--- config.mk ---
export PLATFORM = sky130hd
export DESIGN_NAME = cfo_trim_tracker
export DESIGN_NICKNAME = d
export VERILOG_FILES = /design/src/rtl/cfo_trk_pkg.sv /design/src/rtl/cfo_seq_div.sv /design/src/rtl/cfo_path_accum.sv /design/src/rtl/cfo_trim_tracker.sv
export SDC_FILE = /design/constraint.sdc
export NUM_CORES = 1
export LEC_CHECK = 0
export ABC_AREA = 0
export CAP_MARGIN = 10
export CORE_AREA = 2 2 208 210
export DETAILED_ROUTE_END_ITERATION = 10
export DIE_AREA = 0 0 210 212
export PLACE_DENSITY = 0.9
export SLEW_MARGIN = 20
export SYNTH_ARGS = -nofsm -noshare
export SYNTH_HDL_FRONTEND = slang
export SYNTH_SLANG_ARGS = --single-unit
--- constraint.sdc ---
create_clock -name clk -period 7.8 [get_ports clk]
set_input_delay 1.17 -clock clk [delete_from_list [all_inputs] [get_ports clk]]
set_output_delay 1.17 -clock clk [all_outputs]
set_load 0.02 [all_outputs]
--- src/rtl/cfo_trk_pkg.sv ---
package cfo_trk_pkg;

    localparam int CAP_W   = 6;
    localparam int CAP_MAX = (1 << CAP_W) - 1;

    typedef logic [CAP_W-1:0] cap_t;

    typedef enum logic [2:0] {
        ST_IDLE,
        ST_PATH,
        ST_WAIT,
        ST_AVG,
        ST_AVGW,
        ST_DECIDE
    } trk_state_e;

    typedef struct packed {
        logic hit;
        logic armed;
        logic auto_on;
    } trk_flags_t;

    function automatic cap_t cap_toward(cap_t cur, cap_t tgt);
        if (cur < tgt)      return cur + cap_t'(1);
        else if (cur > tgt) return cur - cap_t'(1);
        else                return cur;
    endfunction

    function automatic cap_t cap_nudge(cap_t cur, logic up, logic dn);
        if (up && cur != cap_t'(CAP_MAX)) return cur + cap_t'(1);
        if (dn && cur != cap_t'(0))       return cur - cap_t'(1);
        return cur;
    endfunction

endpackage

--- src/rtl/cfo_seq_div.sv ---
module cfo_seq_div #(
    parameter int W = 24,
    localparam int CW = $clog2(W + 1)
) (
    input  logic         clk,
    input  logic         rst,
    input  logic         start,
    input  logic [W-1:0] dividend,
    input  logic [W-1:0] divisor,
    output logic         done,
    output logic [W-1:0] quotient
);
    logic [W-1:0]  rem_q, quo_q, dsr_q;
    logic [CW-1:0] left_q;
    logic [W:0]    trial, sub;

    always_comb begin
        trial = {rem_q, quo_q[W-1]};
        sub   = trial - {1'b0, dsr_q};
    end

    always_ff @(posedge clk) begin
        if (rst) begin
            rem_q  <= '0;
            quo_q  <= '0;
            dsr_q  <= '0;
            left_q <= '0;
            done   <= 1'b0;
        end else begin
            done <= 1'b0;
            if (start) begin
                rem_q  <= '0;
                quo_q  <= dividend;
                dsr_q  <= divisor;
                left_q <= CW'(W);
            end else if (left_q != '0) begin
                if (trial >= {1'b0, dsr_q}) begin
                    rem_q <= sub[W-1:0];
                    quo_q <= {quo_q[W-2:0], 1'b1};
                end else begin
                    rem_q <= trial[W-1:0];
                    quo_q <= {quo_q[W-2:0], 1'b0};
                end
                left_q <= left_q - CW'(1);
                if (left_q == CW'(1)) done <= 1'b1;
            end
        end
    end

    assign quotient = quo_q;
endmodule

--- src/rtl/cfo_path_accum.sv ---
module cfo_path_accum #(
    parameter int NPATH     = 4,
    parameter int CFG_PATHS = 3,
    parameter int SMP_W     = 8,
    parameter int CNT_W     = 8,
    parameter int PKT_W     = 16,
    localparam int SUM_W    = SMP_W + CNT_W,
    localparam int SC_W     = $clog2(NPATH + 1)
) (
    input  logic                   clk,
    input  logic                   rst,
    input  logic                   smp_valid,
    input  logic                   smp_match,
    input  logic [SC_W-1:0]        smp_streams,
    input  logic [NPATH*SMP_W-1:0] smp_data,
    input  logic                   clr,
    output logic [NPATH*SUM_W-1:0] sums,
    output logic [NPATH*CNT_W-1:0] cnts,
    output logic [PKT_W-1:0]       pkt_cnt
);
    logic [SC_W-1:0] eff_streams;
    logic            accept;

    always_comb begin
        eff_streams = (smp_streams > SC_W'(CFG_PATHS)) ? SC_W'(CFG_PATHS) : smp_streams;
        accept      = smp_valid && smp_match;
    end

    for (genvar p = 0; p < NPATH; p++) begin : g_path
        logic signed [SMP_W-1:0] smp;
        logic signed [SUM_W-1:0] ext, sum_q;
        logic [CNT_W-1:0]        cnt_q;
        logic                    take;

        always_comb begin
            smp  = smp_data[p*SMP_W +: SMP_W];
            ext  = {{(SUM_W-SMP_W){smp[SMP_W-1]}}, smp};
            take = accept && (SC_W'(p) < eff_streams);
        end

        always_ff @(posedge clk) begin
            if (rst) begin
                sum_q <= '0;
                cnt_q <= '0;
            end else if (clr || take) begin
                sum_q <= (clr ? '0 : sum_q) + (take ? ext : '0);
                cnt_q <= (clr ? '0 : cnt_q) + CNT_W'(take);
            end
        end

        assign sums[p*SUM_W +: SUM_W] = sum_q;
        assign cnts[p*CNT_W +: CNT_W] = cnt_q;
    end

    always_ff @(posedge clk) begin
        if (rst)         pkt_cnt <= '0;
        else if (accept) pkt_cnt <= pkt_cnt + PKT_W'(1);
    end
endmodule

--- src/rtl/cfo_trim_tracker.sv ---
module cfo_trim_tracker
    import cfo_trk_pkg::*;
#(
    parameter int NPATH     = 4,
    parameter int CFG_PATHS = 3,
    parameter int SMP_W     = 8,
    parameter int CNT_W     = 8,
    parameter int PKT_W     = 16,
    parameter int DIV_W     = 24,
    parameter int KHZ_MUL   = 25,
    parameter int KHZ_SHIFT = 1,
    parameter int TH_HIGH   = 20,
    parameter int TH_LOW    = 10,
    parameter int TH_TRACK  = 80,
    parameter int JUMP_LIM  = 20,
    localparam int SC_W     = $clog2(NPATH + 1)
) (
    input  logic                   clk,
    input  logic                   rst,
    input  logic                   smp_valid,
    input  logic                   smp_match,
    input  logic [SC_W-1:0]        smp_streams,
    input  logic [NPATH*SMP_W-1:0] smp_data,
    input  logic                   tick,
    input  logic                   link_up,
    input  logic                   single_peer,
    input  logic                   coex_active,
    input  logic                   trk_bypass,
    input  logic [CAP_W-1:0]       trim_default,
    output logic [2*CAP_W-1:0]     trim_word,
    output logic                   auto_track,
    output logic                   tick_done
);
    localparam int SUM_W = SMP_W + CNT_W;
    localparam int PI_W  = (NPATH > 1) ? $clog2(NPATH) : 1;
    localparam int NV_W  = $clog2(NPATH + 1);
    localparam int AVG_W = DIV_W + 2;
    localparam int PRD_W = DIV_W + 8;
    localparam logic signed [AVG_W-1:0] HI_S  = AVG_W'(TH_HIGH);
    localparam logic signed [AVG_W-1:0] LO_S  = AVG_W'(TH_LOW);
    localparam logic signed [AVG_W-1:0] TRK_S = AVG_W'(TH_TRACK);
    localparam logic signed [AVG_W-1:0] JMP_S = AVG_W'(JUMP_LIM);

    trk_state_e state;
    trk_flags_t flags;
    cap_t       trim_q;

    logic [NPATH*SUM_W-1:0] acc_sums;
    logic [NPATH*CNT_W-1:0] acc_cnts;
    logic [PKT_W-1:0]       pkt_cnt, pkt_seen;
    logic                   acc_clr, fsm_busy, link_ok;

    logic signed [SUM_W-1:0] snap_sum [NPATH];
    logic [CNT_W-1:0]        snap_cnt [NPATH];
    logic [PI_W-1:0]         pidx;
    logic [NV_W-1:0]         nvalid;
    logic signed [AVG_W-1:0] total, avg, prev_avg;

    logic                   div_start, div_done;
    logic [DIV_W-1:0]       div_a, div_b, div_q;

    cfo_path_accum #(
        .NPATH(NPATH), .CFG_PATHS(CFG_PATHS), .SMP_W(SMP_W),
        .CNT_W(CNT_W), .PKT_W(PKT_W)
    ) u_accum (
        .clk(clk), .rst(rst), .smp_valid(smp_valid), .smp_match(smp_match),
        .smp_streams(smp_streams), .smp_data(smp_data), .clr(acc_clr),
        .sums(acc_sums), .cnts(acc_cnts), .pkt_cnt(pkt_cnt)
    );

    cfo_seq_div #(.W(DIV_W)) u_div (
        .clk(clk), .rst(rst), .start(div_start), .dividend(div_a),
        .divisor(div_b), .done(div_done), .quotient(div_q)
    );

    // Per-path magnitude conversion to kHz
    logic signed [SUM_W-1:0] sel_sum;
    logic                    sel_neg, last_path;
    logic [SUM_W-1:0]        sel_mag;
    logic [PRD_W-1:0]        prod, prod_sh;
    logic [DIV_W-1:0]        khz_mag;
    logic signed [AVG_W-1:0] q_ext, total_abs;

    always_comb begin
        sel_sum   = snap_sum[pidx];
        sel_neg   = sel_sum[SUM_W-1];
        sel_mag   = sel_neg ? SUM_W'(-sel_sum) : SUM_W'(sel_sum);
        prod      = PRD_W'(sel_mag) * PRD_W'(KHZ_MUL);
        prod_sh   = prod >> KHZ_SHIFT;
        khz_mag   = prod_sh[DIV_W-1:0];
        q_ext     = {2'b00, div_q};
        total_abs = (total < 0) ? -total : total;
        last_path = (pidx == PI_W'(NPATH - 1));
        link_ok   = link_up && single_peer;
        fsm_busy  = (state != ST_IDLE);
        acc_clr   = (state == ST_IDLE) && tick && link_ok && (pkt_cnt != pkt_seen);
    end

    always_comb begin
        div_start = 1'b0;
        div_a     = khz_mag;
        div_b     = DIV_W'(snap_cnt[pidx]);
        case (state)
            ST_PATH: div_start = (snap_cnt[pidx] != '0);
            ST_AVG: begin
                div_start = (nvalid >= NV_W'(2));
                div_a     = total_abs[DIV_W-1:0];
                div_b     = DIV_W'(nvalid);
            end
            default: ;
        endcase
    end

    // Decision stage
    logic signed [AVG_W-1:0] jump_d, jump_abs;
    logic                    jump_hit;
    trk_flags_t              flags_n;
    cap_t                    trim_n;

    always_comb begin
        jump_d   = prev_avg - avg;
        jump_abs = (jump_d < 0) ? -jump_d : jump_d;
        jump_hit = (jump_abs > JMP_S) && !flags.hit && !flags.armed;

        flags_n.hit   = 1'b0;
        flags_n.armed = flags.armed ? !((avg < LO_S) && (avg > -LO_S))
                                    : ((avg > HI_S) || (avg < -HI_S));
        trim_n = trim_q;
        if (coex_active) begin
            flags_n.armed = 1'b0;
            trim_n        = trim_default;
        end
        if (flags_n.armed)
            trim_n = cap_nudge(trim_q, avg > LO_S, avg < -LO_S);
        flags_n.auto_on = trk_bypass ? flags.auto_on
                                     : !((avg < TRK_S) && (avg > -TRK_S));
    end

    always_ff @(posedge clk) begin
        if (rst) begin
            state    <= ST_IDLE;
            flags    <= '{hit: 1'b0, armed: 1'b1, auto_on: 1'b1};
            trim_q   <= trim_default;
            pkt_seen <= '0;
            pidx     <= '0;
            nvalid   <= '0;
            total    <= '0;
            avg      <= '0;
            prev_avg <= '0;
            tick_done <= 1'b0;
            for (int i = 0; i < NPATH; i++) begin
                snap_sum[i] <= '0;
                snap_cnt[i] <= '0;
            end
        end else begin
            tick_done <= 1'b0;
            case (state)
                ST_IDLE: if (tick) begin
                    if (!link_ok) begin
                        trim_q        <= cap_toward(trim_q, trim_default);
                        flags.armed   <= 1'b1;
                        flags.auto_on <= 1'b1;
                        tick_done     <= 1'b1;
                    end else if (pkt_cnt == pkt_seen) begin
                        tick_done <= 1'b1;
                    end else begin
                        pkt_seen <= pkt_cnt;
                        for (int i = 0; i < NPATH; i++) begin
                            snap_sum[i] <= acc_sums[i*SUM_W +: SUM_W];
                            snap_cnt[i] <= acc_cnts[i*CNT_W +: CNT_W];
                        end
                        pidx   <= '0;
                        nvalid <= '0;
                        total  <= '0;
                        state  <= ST_PATH;
                    end
                end
                ST_PATH: begin
                    if (div_start)      state <= ST_WAIT;
                    else if (last_path) state <= ST_AVG;
                    else                pidx  <= pidx + PI_W'(1);
                end
                ST_WAIT: if (div_done) begin
                    total  <= total + (sel_neg ? -q_ext : q_ext);
                    nvalid <= nvalid + NV_W'(1);
                    if (last_path) state <= ST_AVG;
                    else begin
                        pidx  <= pidx + PI_W'(1);
                        state <= ST_PATH;
                    end
                end
                ST_AVG: begin
                    if (div_start) state <= ST_AVGW;
                    else begin
                        avg   <= total;
                        state <= ST_DECIDE;
                    end
                end
                ST_AVGW: if (div_done) begin
                    avg   <= (total < 0) ? -q_ext : q_ext;
                    state <= ST_DECIDE;
                end
                ST_DECIDE: begin
                    if (jump_hit) flags.hit <= 1'b1;
                    else begin
                        flags    <= flags_n;
                        prev_avg <= avg;
                        trim_q   <= trim_n;
                    end
                    tick_done <= 1'b1;
                    state     <= ST_IDLE;
                end
                default: state <= ST_IDLE;
            endcase
        end
    end

    assign trim_word  = {trim_q, trim_q};
    assign auto_track = flags.auto_on;
endmodule

==> results.json <==
{
  "htree_num_levels": 2,
  "ctsResizeCount": 0,
  "worstHoldStart": "u_div.dsr_q[6]$_SDFFE_PP0P_",
  "synth_cell_type_count": 89,
  "p_switching_mw": 1.91,
  "cp.arrival_ns": 7.14,
  "yosysSeqAreaShare_pct": 32.6,
  "drc": 0,
  "drt_iter0_markers": 2696,
  "overflow": 0,
  "post_cts_buffers": 0,
  "min_path_cells": 2,
  "crit_fanout": 15,
  "p_int_mw": 3.94,
  "yosysWarningCount": 0,
  "fin_crit_sh_pct": 86.5,
  "path_common_cell": "ha_1",
  "share_comb_of_total_power_pct": 27.2,
  "core_um2": 42500,
  "antenna_found_initial": 1,
  "hpwl_um": 48000,
  "slew_headroom_pct": 31.5,
  "synth_largest_area_cell": "dfxtp_1",
  "wire_per_inst_um": 18.5,
  "sw_frac_of_total_pct": 32.7,
  "yosys_register_bits": 384,
  "cp_slowest_stage_delay_ns": 0.76,
  "wl_um": 69600,
  "avgSynthCellArea_um2": 8.26,
  "synth_common_cells": "nand2_1 (346), nor2_1 (291), dfxtp_1 (282), a21oi_1 (259), ha_1 (197)",
  "row_count": 76,
  "tightest_slew_ns": 1.02,
  "regToRegSetupSlack_ns": 1.05,
  "nets": 3452,
  "total_leakage_power_nw": 12.5,
  "grt_pass1_vias": 23400,
  "seq_power_share_pct": 39.0,
  "vdd_drop_max_v": 0.000144,
  "fmax_mhz": 148,
  "track_usage_pct": 30.8,
  "power_mw": 5.85,
  "fin_setup_tns_ns": 0,
  "die_w_um": 210,
  "grt_pass1_wl_um": 113000,
  "cts_buffers": 40,
  "initial_utilization_pct": 62.9,
  "ant_nets": 0,
  "hold_path.class": "reg -> reg",
  "reg2regPathDepth": 25,
  "placed_cell_area_um2": 27500,
  "portBuffers": 55,
  "syn2layout_area_growth_pct": 8.10,
  "synth-edff-count": 102,
  "grt_start_max_net_pins": 128,
  "path_buf_inv": 4,
  "yosysMostFrequentCell": "nand2_1",
  "ys_top_cells_by_area": "dfxtp_1 (21%), edfxtp_1 (11%), ha_1 (9.2%)",
  "r2r-end": "u_div.quotient[19]$_SDFFE_PP0P_",
  "p_per_area_nw_per_um2": 202,
  "cp.required_ns": 8.20,
  "drv_cap": 0,
  "viasPerCell": 6.34,
  "stdcell_count": 3765,
  "critical_path_class": "reg -> reg",
  "antenna_cells": 0,
  "crit_family": "compound AO/OA/AOI/OAI gates",
  "clock_latency_ns": 0.56,
  "async_flop_share_pct": 0,
  "synth_ff_type": "dfxtp_1",
  "start_kind": "flip-flop",
  "dieArea_um2": 44500,
  "slew_viol_final": 0,
  "post-place-cells": 3690,
  "holdPathEnd": "u_div.dsr_q[6]$_SDFFE_PP0P_",
  "cts_tree": "built",
  "synth_top_area_share_pct": 21.1,
  "path_clk_slew_ns": 0.07,
  "final_layout_size_suffix_gt1_share_pct": 5.13,
  "die_y_um": 212,
  "vias": 23900,
  "clkPwrFrac_pct": 33.8,
  "end_kind": "flip-flop",
  "setup_violations": 0,
  "cts_root_buf": "clkbuf_16",
  "gp_congestion": 0.961,
  "design_area_um2": 28900,
  "skew_ns": 0.0210,
  "cts_sinks": 384,
  "period_minus_slack_ns": 6.75,
  "cts.hold.buffers_added": 0,
  "rsz0062_at_grt": "false",
  "syn_inst": 3236,
  "synth_area_um2": 26700,
  "dr.pass1.iters": 8,
  "hold_viol": 0,
  "outcome": "completed",
  "clockBufferDepth": 3,
  "hold_slack_ns": 0.449,
  "io_pins": 64,
  "cpMaxStageDelayCell": "dfxtp_1"
}
[worst max-delay path by stage]
stage	cells past startpoint	startpoint	to	slack (ns)
6_report	25	flip-flop	u_div.quotient[19]$_SDFFE_PP0P_	1.05
5_1_grt	25	flip-flop	u_div.quotient[19]$_SDFFE_PP0P_	0.77
4_1_cts	25	flip-flop	u_div.quotient[19]$_SDFFE_PP0P_	1.30
3_5_place_dp	22	smp_streams[2]	u_accum.g_path[2].sum_q[15]$_SDFFE_PP0P_	1.30
3_3_place_gp	22	smp_streams[2]	u_accum.g_path[2].sum_q[15]$_SDFFE_PP0P_	1.44
2_1_floorplan	27	flip-flop	u_div.quotient[19]$_SDFFE_PP0P_	1.23
[tightest hold or removal path, stage by stage, from the launching register on]
cell and delay, ns:
dfxtp_1 0.31, nand2_1 0.05, a21oi_1 0.05
[kinds of logic after synthesis]
family	synth area share, %
and+or+nand+nor	22.3
adders and majority gates	10.6
AOI/OAI and AO/OA	18.0
muxes	3.86
other	0.0281
DFF	32.6
xor gates and xnor gates	7.37
buffers and inverters	5.33
[through the flow]
step | setup slack [ns] | utilization (%)
after floorplan | 1.23 | -
after global placement | 1.44 | 64.8
after detailed placement | 1.30 | 64.8
after CTS | 1.30 | 67.9
after global routing | 0.770 | 68.0
final | 1.05 | 68.0
[layer usage]
metal	global-route usage (%)	part of all wire, %	routed length, um	vias to the layer above
met3	4.00	6.1	4230	252
met5	0	0.019	13	-
met2	55.1	49	34400	977
met1	35.5	39	26900	11300
met4	17.8	5.8	4010	2
li1	-	-	-	11400
[flip-flops by register name (all words and copies together), names as in the netlist, named ones only]
register and flops:
pkt_seen 16, snap_sum 64, state 3, prev_avg 26
avg 26, u_accum.g_path.sum_q 64, u_accum.g_path.cnt_q 32, u_div.rem_q 24
u_div.done 1, total 26, u_div.quotient 24, trim_q 6
pidx 2, auto_track 1, flags 2, u_div.dsr_q 8
nvalid 3, snap_cnt 32, tick_done 1, u_div.left_q 5
u_accum.pkt_cnt 16
[power groups by stage]
stage	Clock [mW]	Combinational (mW)	Sequential [mW]
finish	1.98	1.59	2.28
detailed placement	0	1.55	2.32
global placement	0	1.47	2.31
CTS	1.98	1.57	2.27
floorplan	0	1.26	2.28
global route	2.07	1.79	2.29
[placed cells by master, fill, tap and decap left out, types with 22 or more instances in the layout]
cell type	netlist	final
nand2_1	346	346
edfxtp_1	102	102
mux4_2	23	23
or3_1	41	41
a211oi_1	79	79
ha_1	197	197
nor3_1	78	76
clkbuf_16	0	40
inv_1	176	174
nor2b_1	25	25
buf_4	6	28
a31oi_1	23	23
xnor2_1	118	118
o21ai_0	133	133
dfxtp_1	282	281
o31ai_1	22	22
mux2i_1	48	48
a21oi_1	259	259
o21a_1	33	33
and2_1	102	102
nor4_1	26	26
nand4_1	33	33
xor2_1	107	107
clkdlybuf4s50_1	0	54
nor2_1	291	290
nand3_1	65	64
and3_1	127	127
a21o_1	45	45
[layout make-up]
class,count,area [um2]
well taps,546,683
repair buffers,84,790
inverters,178,671
flip-flops and latches,384,8710
fillers,3117,13600
multi-input cells,2499,16700
clock inverters,19,220
clock buffers,55,1130
Note: power is estimated with default switching activity, not from simulation.
